**src/rtl/core_win_pkg.sv**
```systemverilog
package core_win_pkg;

   // window codes held in the top two address bits
   typedef enum logic [1:0] {
      WIN_LOCAL = 2'd0,
      WIN_OTHER = 2'd1,
      WIN_USER  = 2'd2,
      WIN_NONE  = 2'd3
   } win_e;

   // what a decoded access resolves to
   typedef enum logic [2:0] {
      K_ZERO,
      K_CTL,
      K_REDIR,
      K_IDENT,
      K_BANK,
      K_CNT_LO,
      K_CNT_HI
   } kind_e;

   localparam int OFS_CTL    = 0;
   localparam int OFS_REDIR  = 1;
   localparam int OFS_IDENT  = 2;
   localparam int OFS_BANK0  = 3;
   localparam int OFS_CNT_LO = 0;
   localparam int OFS_CNT_HI = 1;

endpackage

```
**src/rtl/core_win_decode.sv**
```systemverilog
module core_win_decode
   import core_win_pkg::*;
#(
   parameter int AW        = 8,
   parameter int BANK_REGS = 4,
   parameter int BRW       = 2
) (
   input  logic [AW-1:0]  addr,
   output win_e           win,
   output kind_e          kind,
   output logic [BRW-1:0] bank_idx
);
   localparam int OW = AW - 2;

   logic [OW-1:0] off;

   assign win = win_e'(addr[AW-1:AW-2]);
   assign off = addr[OW-1:0];

   always_comb begin
      kind     = K_ZERO;
      bank_idx = '0;
      unique case (win)
         WIN_LOCAL, WIN_OTHER: begin
            if (32'(off) == OFS_CTL) begin
               kind = K_CTL;
            end else if (32'(off) == OFS_REDIR) begin
               kind = K_REDIR;
            end else if (32'(off) == OFS_IDENT) begin
               kind = K_IDENT;
            end else if (32'(off) >= OFS_BANK0 &&
                         32'(off) <  OFS_BANK0 + BANK_REGS) begin
               kind     = K_BANK;
               bank_idx = BRW'(32'(off) - OFS_BANK0);
            end
         end
         WIN_USER: begin
            if (32'(off) == OFS_CNT_LO) begin
               kind = K_CNT_LO;
            end else if (32'(off) == OFS_CNT_HI) begin
               kind = K_CNT_HI;
            end
         end
         default: kind = K_ZERO;
      endcase
   end

endmodule

```
**src/rtl/core_win_redir.sv**
```systemverilog
module core_win_redir #(
   parameter int NUM_CORES = 4,
   parameter int CW        = 2,
   parameter int DW        = 32
) (
   input  logic          clk,
   input  logic          rst_n,
   input  logic          we,
   input  logic [CW-1:0] wr_core,
   input  logic [DW-1:0] wdata,
   input  logic [CW-1:0] rd_a,
   input  logic [CW-1:0] rd_b,
   output logic [CW-1:0] sel_a,
   output logic [CW-1:0] sel_b
);
   logic [CW-1:0] regs [NUM_CORES];
   logic          in_range;

   // the whole data word must name an existing core
   assign in_range = wdata < DW'(NUM_CORES);

   always_ff @(posedge clk or negedge rst_n) begin
      if (!rst_n) begin
         for (int i = 0; i < NUM_CORES; i++) regs[i] <= '0;
      end else if (we && in_range) begin
         for (int i = 0; i < NUM_CORES; i++) begin
            if (32'(wr_core) == i) regs[i] <= wdata[CW-1:0];
         end
      end
   end

   assign sel_a = (32'(rd_a) < NUM_CORES) ? regs[rd_a] : '0;
   assign sel_b = (32'(rd_b) < NUM_CORES) ? regs[rd_b] : '0;

endmodule

```
**src/rtl/core_win_resp.sv**
```systemverilog
module core_win_resp
   import core_win_pkg::*;
#(
   parameter int CW = 2,
   parameter int DW = 32
) (
   input  logic          clk,
   input  logic          rst_n,
   input  logic          rd_req,
   input  kind_e         kind,
   input  logic [CW-1:0] tgt,
   input  logic [CW-1:0] tgt_redir,
   input  logic [DW-1:0] shared_count,
   input  logic [DW-1:0] bank_rdata,
   output logic          rd_valid,
   output logic [DW-1:0] rd_data
);
   logic [DW-1:0] nxt;

   always_comb begin
      unique case (kind)
         K_REDIR:  nxt = DW'(tgt_redir);
         K_IDENT:  nxt = DW'(tgt);
         K_BANK:   nxt = bank_rdata;
         K_CNT_LO: nxt = shared_count;
         default:  nxt = '0;
      endcase
   end

   always_ff @(posedge clk or negedge rst_n) begin
      if (!rst_n) begin
         rd_valid <= 1'b0;
         rd_data  <= '0;
      end else begin
         rd_valid <= rd_req;
         rd_data  <= rd_req ? nxt : '0;
      end
   end

endmodule

```
**src/rtl/core_win.sv**
```systemverilog
module core_win
   import core_win_pkg::*;
#(
   parameter int NUM_CORES = 4,
   parameter int DW        = 32,
   parameter int AW        = 8,
   parameter int BANK_REGS = 4,
   localparam int CW  = (NUM_CORES > 1) ? $clog2(NUM_CORES) : 1,
   localparam int BRW = (BANK_REGS > 1) ? $clog2(BANK_REGS) : 1
) (
   input  logic           clk,
   input  logic           rst_n,
   input  logic           req_valid,
   input  logic           req_wr,
   input  logic [CW-1:0]  req_core,
   input  logic [AW-1:0]  req_addr,
   input  logic [DW-1:0]  req_wdata,
   input  logic [DW-1:0]  shared_count,
   input  logic [DW-1:0]  bank_rdata,
   output logic           bank_valid,
   output logic           bank_we,
   output logic [CW-1:0]  bank_core,
   output logic [BRW-1:0] bank_reg,
   output logic [DW-1:0]  bank_wdata,
   output logic           rd_valid,
   output logic [DW-1:0]  rd_data
);
   if (NUM_CORES < 2) begin : g_bad_cores
      $error("core_win: NUM_CORES must be at least 2");
   end
   if (AW < 4) begin : g_bad_aw
      $error("core_win: AW too small for window and offset");
   end
   if (OFS_BANK0 + BANK_REGS > (1 << (AW - 2))) begin : g_bad_bank
      $error("core_win: bank registers do not fit the offset field");
   end
   if (DW <= CW) begin : g_bad_dw
      $error("core_win: DW must exceed the core index width");
   end

   win_e           win;
   kind_e          kind;
   logic [BRW-1:0] bank_idx;
   logic [CW-1:0]  redir_req;
   logic [CW-1:0]  redir_tgt;
   logic [CW-1:0]  tgt;

   core_win_decode #(.AW(AW), .BANK_REGS(BANK_REGS), .BRW(BRW)) u_dec (
      .addr     (req_addr),
      .win      (win),
      .kind     (kind),
      .bank_idx (bank_idx)
   );

   // local window hits the requester, other window follows its redirect
   assign tgt = (win == WIN_OTHER) ? redir_req : req_core;

   core_win_redir #(.NUM_CORES(NUM_CORES), .CW(CW), .DW(DW)) u_redir (
      .clk     (clk),
      .rst_n   (rst_n),
      .we      (req_valid && req_wr && kind == K_REDIR),
      .wr_core (tgt),
      .wdata   (req_wdata),
      .rd_a    (req_core),
      .rd_b    (tgt),
      .sel_a   (redir_req),
      .sel_b   (redir_tgt)
   );

   assign bank_valid = req_valid && kind == K_BANK;
   assign bank_we    = bank_valid && req_wr;
   assign bank_core  = tgt;
   assign bank_reg   = bank_idx;
   assign bank_wdata = req_wdata;

   core_win_resp #(.CW(CW), .DW(DW)) u_resp (
      .clk          (clk),
      .rst_n        (rst_n),
      .rd_req       (req_valid && !req_wr),
      .kind         (kind),
      .tgt          (tgt),
      .tgt_redir    (redir_tgt),
      .shared_count (shared_count),
      .bank_rdata   (bank_rdata),
      .rd_valid     (rd_valid),
      .rd_data      (rd_data)
   );

endmodule

```
**config.mk**
```make
export PLATFORM = sky130hd
export DESIGN_NAME = core_win
export DESIGN_NICKNAME = d
export VERILOG_FILES = /design/src/rtl/core_win_pkg.sv /design/src/rtl/core_win_decode.sv /design/src/rtl/core_win_redir.sv /design/src/rtl/core_win_resp.sv /design/src/rtl/core_win.sv
export SDC_FILE = /design/constraint.sdc
export NUM_CORES = 1
export LEC_CHECK = 0
export BUFFER_PORTS_ARGS = -buffer_cell sky130_fd_sc_hd__buf_4
export CAP_MARGIN = 5
export CELL_PAD_IN_SITES_DETAIL_PLACEMENT = 1
export CELL_PAD_IN_SITES_GLOBAL_PLACEMENT = 1
export CORE_UTILIZATION = 25
export DETAILED_ROUTE_END_ITERATION = 16
export PLACE_DENSITY = 0.73
export SYNTH_ARGS = -nofsm -noshare
export SYNTH_HDL_FRONTEND = slang
export SYNTH_SLANG_ARGS = --single-unit
```
**constraint.sdc**
```tcl
create_clock -name clk -period 3.5 [get_ports clk]
set_input_delay 1.05 -clock clk [delete_from_list [all_inputs] [get_ports clk]]
set_output_delay 1.05 -clock clk [all_outputs]
set_load 0.01 [all_outputs]
```
==> impl_table.tex <==
\begin{tabular}{lr}
\hline
Metric & Value \\
\hline
\multicolumn{2}{l}{\textbf{Clocking}} \\
\quad CTS H-tree lvls & 2 \\
\quad Skew-Pair Late Insertion Delay & 290 ps \\
\quad CTS Root Cell & sky130\_fd\_sc\_hd\_\_clkbuf\_8 \\
\quad Count of hold-fix buffers inserted at cts & 0 \\
\quad Number of sinks driven by the clock tree & 41 \\
\quad Clock tree from TritonCTS & done \\
\quad Number of buffers added by the clock tree synthesis step & 5 \\
\quad Clock slew at reported path FFs & 80 ps \\
\quad Buffer levels on the longest clock path & 2 \\
\multicolumn{2}{l}{\textbf{Setup path}} \\
\quad Worst Path Arrival & 2390 ps \\
\quad Crit-path max FO & 5 \\
\quad Start-to-end type of the worst setup path & input pin to primary output \\
\quad Kind of start point of the critical path & input pin \\
\quad Data required time at the worst endpoint & 2450 ps \\
\quad Endpoint class of the critical path & primary output \\
\multicolumn{2}{l}{\textbf{Drt}} \\
\quad Number of vias per cell after detailed routing & 4.71 \\
\quad Residual DRC & 12 \\
\quad First-pass DRT Iterations & 10 \\
\quad Wirelength per Cell & 16.5 um \\
\quad Total Routed Length & 7940 um \\
\quad Violation count after the first detailed-routing iteration & 81 \\
\quad Count of vias placed by the detailed router & 2271 \\
\quad DRT antenna net count & 0 \\
\multicolumn{2}{l}{\textbf{Logic synthesis}} \\
\quad Fraction of registers with async set or reset after synthesis & 100\% \\
\quad Synth top area cells & sky130\_fd\_sc\_hd\_\_dfrtp\_1 (44\%), sky130\_fd\_sc\_hd\_\_buf\_4 (10\%), sky130\_fd\_sc\_hd\_\_a22oi\_1 (10\%), sky130\_fd\_sc\_hd\_\_nor2\_1 (5.5\%), sky130\_fd\_sc\_hd\_\_mux2\_1 (3.9\%) \\
\quad Warnings, synthesis & 0 \\
\quad Top cells by instance count after synthesis & sky130\_fd\_sc\_hd\_\_dfrtp\_1 (41), sky130\_fd\_sc\_hd\_\_nor2\_1 (34), sky130\_fd\_sc\_hd\_\_buf\_4 (32) \\
\quad Post-synthesis instance area & 0.00231 mm2 \\
\quad Avg Synthesized Cell Area & 10.4 um2 \\
\quad Proportion of netlist area held by the largest area contributor & 44.4\% \\
\quad Synth area leader & sky130\_fd\_sc\_hd\_\_dfrtp\_1 \\
\quad Synth cell types & 36 \\
\quad Share of synthesized area occupied by flip-flops and latches & 44.4\% \\
\quad Gate Count Post-Synth & 222 \\
\quad Register bit count reported by yosys & 41 \\
\quad Most repeated cell in the gate-level netlist after synthesis & sky130\_fd\_sc\_hd\_\_dfrtp\_1 \\
\quad Top\_reg\_cell synth & sky130\_fd\_sc\_hd\_\_dfrtp\_1 \\
\quad Synth Net Count & 336 \\
\quad Number of enable-type register cells in the synthesized netlist & 0 \\
\multicolumn{2}{l}{\textbf{Timing}} \\
\quad Setup violators final & 0 \\
\quad Transition time at the pin with the least slew margin & 673 ps \\
\quad Total negative setup slack & 0 ps \\
\quad Slew HR & 55.1\% \\
\quad Fmax & 291 MHz \\
\quad Clk\_skew & 0.972 ps \\
\quad Post-layout worst setup margin & 63.8 ps \\
\quad Period minus WS final & 3440 ps \\
\quad RSZ-0062 raised after global routing & yes \\
\quad Count of final max-slew check failures & 0 \\
\quad Total count of hold-check failures in the final report & 0 \\
\quad Final cycle utilization of the critical path & 98.2\% \\
\multicolumn{2}{l}{\textbf{Status}} \\
\quad Run status & finished, violations left \\
\quad Failing checks & DRC \\
\multicolumn{2}{l}{\textbf{Floorplanning}} \\
\quad Starting density of the core & 26.1\% \\
\quad Total I/O pin count & 181 \\
\quad Floorplan die area & 0.00963 mm2 \\
\quad Die height & 98.1 um \\
\quad Width of the die & 98.1 um \\
\quad Placement row count & 34 \\
\quad Placeable core area & 0.00885 mm2 \\
\multicolumn{2}{l}{\textbf{Cells and area}} \\
\quad Non-filler cells in the finished layout & 482 \\
\quad \# fillers & 1035 \\
\quad Synth-to-Final Area Change & 60.7\% \\
\quad Register Area & 0.00103 mm2 \\
\quad Multi-input combinational cell area & 1000 um2 \\
\quad Layout cell share with drive strength beyond 1 & 55.9\% \\
\quad Fin nets & 487 \\
\quad Inserted Diodes & 0 \\
\multicolumn{2}{l}{\textbf{Power}} \\
\quad IR Drop Worst-Case VDD & 146 uV \\
\quad Pwr Density & 307 mW/mm2 \\
\quad Design Power & 1.14 mW \\
\quad Leakage power figure & 1.86 nW \\
\multicolumn{2}{l}{\textbf{Placed design}} \\
\quad Post-place setup slack & -62.1 ps \\
\quad RePlAce Congestion & 0.782 \\
\quad Placed cell count & 473 \\
\quad Placed wire-length estimate after detailed placement & 6540 um \\
\quad \# port buffers & 180 \\
\multicolumn{2}{l}{\textbf{GRT}} \\
\quad Number of global-route vias before repair & 2439 \\
\quad Total routing usage reported by global routing & 16.2\% \\
\quad Global-route wire length before repair & 12400 um \\
\quad Overflow left after global routing & 0 \\
\quad Initial antenna violation count & 0 \\
\quad Maximum number of pins on one net before global-route repair & 42 \\
\multicolumn{2}{l}{\textbf{Worst hold path}} \\
\quad Class of the tightest hold or removal check & flip-flop to flip-flop \\
\multicolumn{2}{l}{\textbf{Job}} \\
\quad Maximum capacitance violations & 0 \\
\hline
\end{tabular}
[cells by family (layout without fill, tap and decap cells)]
family                   count (synthesis)  after routing  synth area share, %
multiplexers                            12             12                 5.69
buffers and inverters                   46            198                 14.0
flip-flops                              41             41                 44.4
AND/OR/NAND/NOR                         71             71                 17.9
adder cells (fa/ha/maj)                  4              4                 2.17
AO/OA/AOI/OAI                           48             48                 15.8
[timing repair]
item,4_1_cts,5_1_grt
resized for setup,0,2
endpoints found under the hold margin,0,0
buffers inserted,0,1
pin swaps,1,0
setup endpoints to repair,4,2
[through the flow]
| stage | area (um2) | hold slack, ps | util, % |
|---|---|---|---|
| floorplan | 2350 | 476 | - |
| global placement | 3560 | 512 | 40.3 |
| detailed placement | 3560 | 522 | 40.3 |
| CTS | 3700 | 540 | 41.8 |
| global route | 3710 | 558 | 42.0 |
| finish | 3710 | 534 | 42.0 |
[cells in the final DEF, fill, tap and decap left out, types with 2 or more instances in the layout]
cell,instances
sky130_fd_sc_hd__ha_1,2
sky130_fd_sc_hd__buf_4,186
sky130_fd_sc_hd__mux2_1,8
sky130_fd_sc_hd__o21bai_1,2
sky130_fd_sc_hd__nor4_4,2
sky130_fd_sc_hd__o32ai_1,2
sky130_fd_sc_hd__dfrtp_1,41
sky130_fd_sc_hd__and2_1,3
sky130_fd_sc_hd__a222oi_1,2
sky130_fd_sc_hd__o21a_1,2
sky130_fd_sc_hd__clkbuf_8,5
sky130_fd_sc_hd__a22oi_1,30
sky130_fd_sc_hd__and3_1,3
sky130_fd_sc_hd__a21boi_0,3
sky130_fd_sc_hd__nor2_2,3
sky130_fd_sc_hd__nand4_1,2
sky130_fd_sc_hd__nor4_1,7
sky130_fd_sc_hd__mux2i_1,3
sky130_fd_sc_hd__nand3_1,4
sky130_fd_sc_hd__bufinv_16,2
sky130_fd_sc_hd__nor2b_1,2
sky130_fd_sc_hd__inv_1,2
sky130_fd_sc_hd__and4b_1,2
sky130_fd_sc_hd__nand2_1,3
sky130_fd_sc_hd__a211oi_1,5
sky130_fd_sc_hd__nor2_1,32
[power breakdown]
part | leakage [nW] | total (mW) | switching [mW] | internal, mW
clock | 0.0687 | 0.460 | 0.173 | 0.287
combinational | 1.21 | 0.206 | 0.0849 | 0.121
sequential | 0.572 | 0.474 | 0.000153 | 0.474
[per-layer routing]
layer  track usage (%)  routed length [um]  up-vias
met4              3.85                  56        0
met2              30.9                4320       75
li1                  -                   -     1080
met5                 0                   0        -
met3              3.22                 561        5
met1              18.5                3000     1111
[state kept, by name (all words and copies together), names as in the netlist]
name             cells
u_resp.rd_data      32
u_redir.regs         8
u_resp.rd_valid      1
[final cells by class]
cell class                      count  area share [%]
Clock inverter                      3            1.85
Inverter                            4           0.472
Sequential cell                    41            27.6
Clock buffer                        5            1.85
Timing Repair Buffer              186            37.6
Multi-Input combinational cell    135            26.9
Tap cell                          108            3.64
[path summary, 6_finish.rpt]
path	to	slack, ps	from	cells after the start
max	bank_we	60	req_addr[0]	8
max in group asynchronous	u_redir.regs[6]	2400	rst_n	1
min in group asynchronous	u_resp.rd_data[11]	730	rst_n	1
min	u_redir.regs[4]	530	u_redir.regs[4]	1
max reg2reg	u_resp.rd_data[1]	1720	u_redir.regs[1]	6
min reg2reg	u_redir.regs[4]	530	u_redir.regs[4]	1
[worst max-delay path, stage by stage]
cell	delay [ps]
sky130_fd_sc_hd__buf_4	110
sky130_fd_sc_hd__inv_2	50
sky130_fd_sc_hd__ha_2	200
sky130_fd_sc_hd__nor4b_4	220
sky130_fd_sc_hd__a22oi_2	150
sky130_fd_sc_hd__nor4_4	250
sky130_fd_sc_hd__and3_4	240
sky130_fd_sc_hd__buf_4	110
Power figures use the tool's default switching activity.
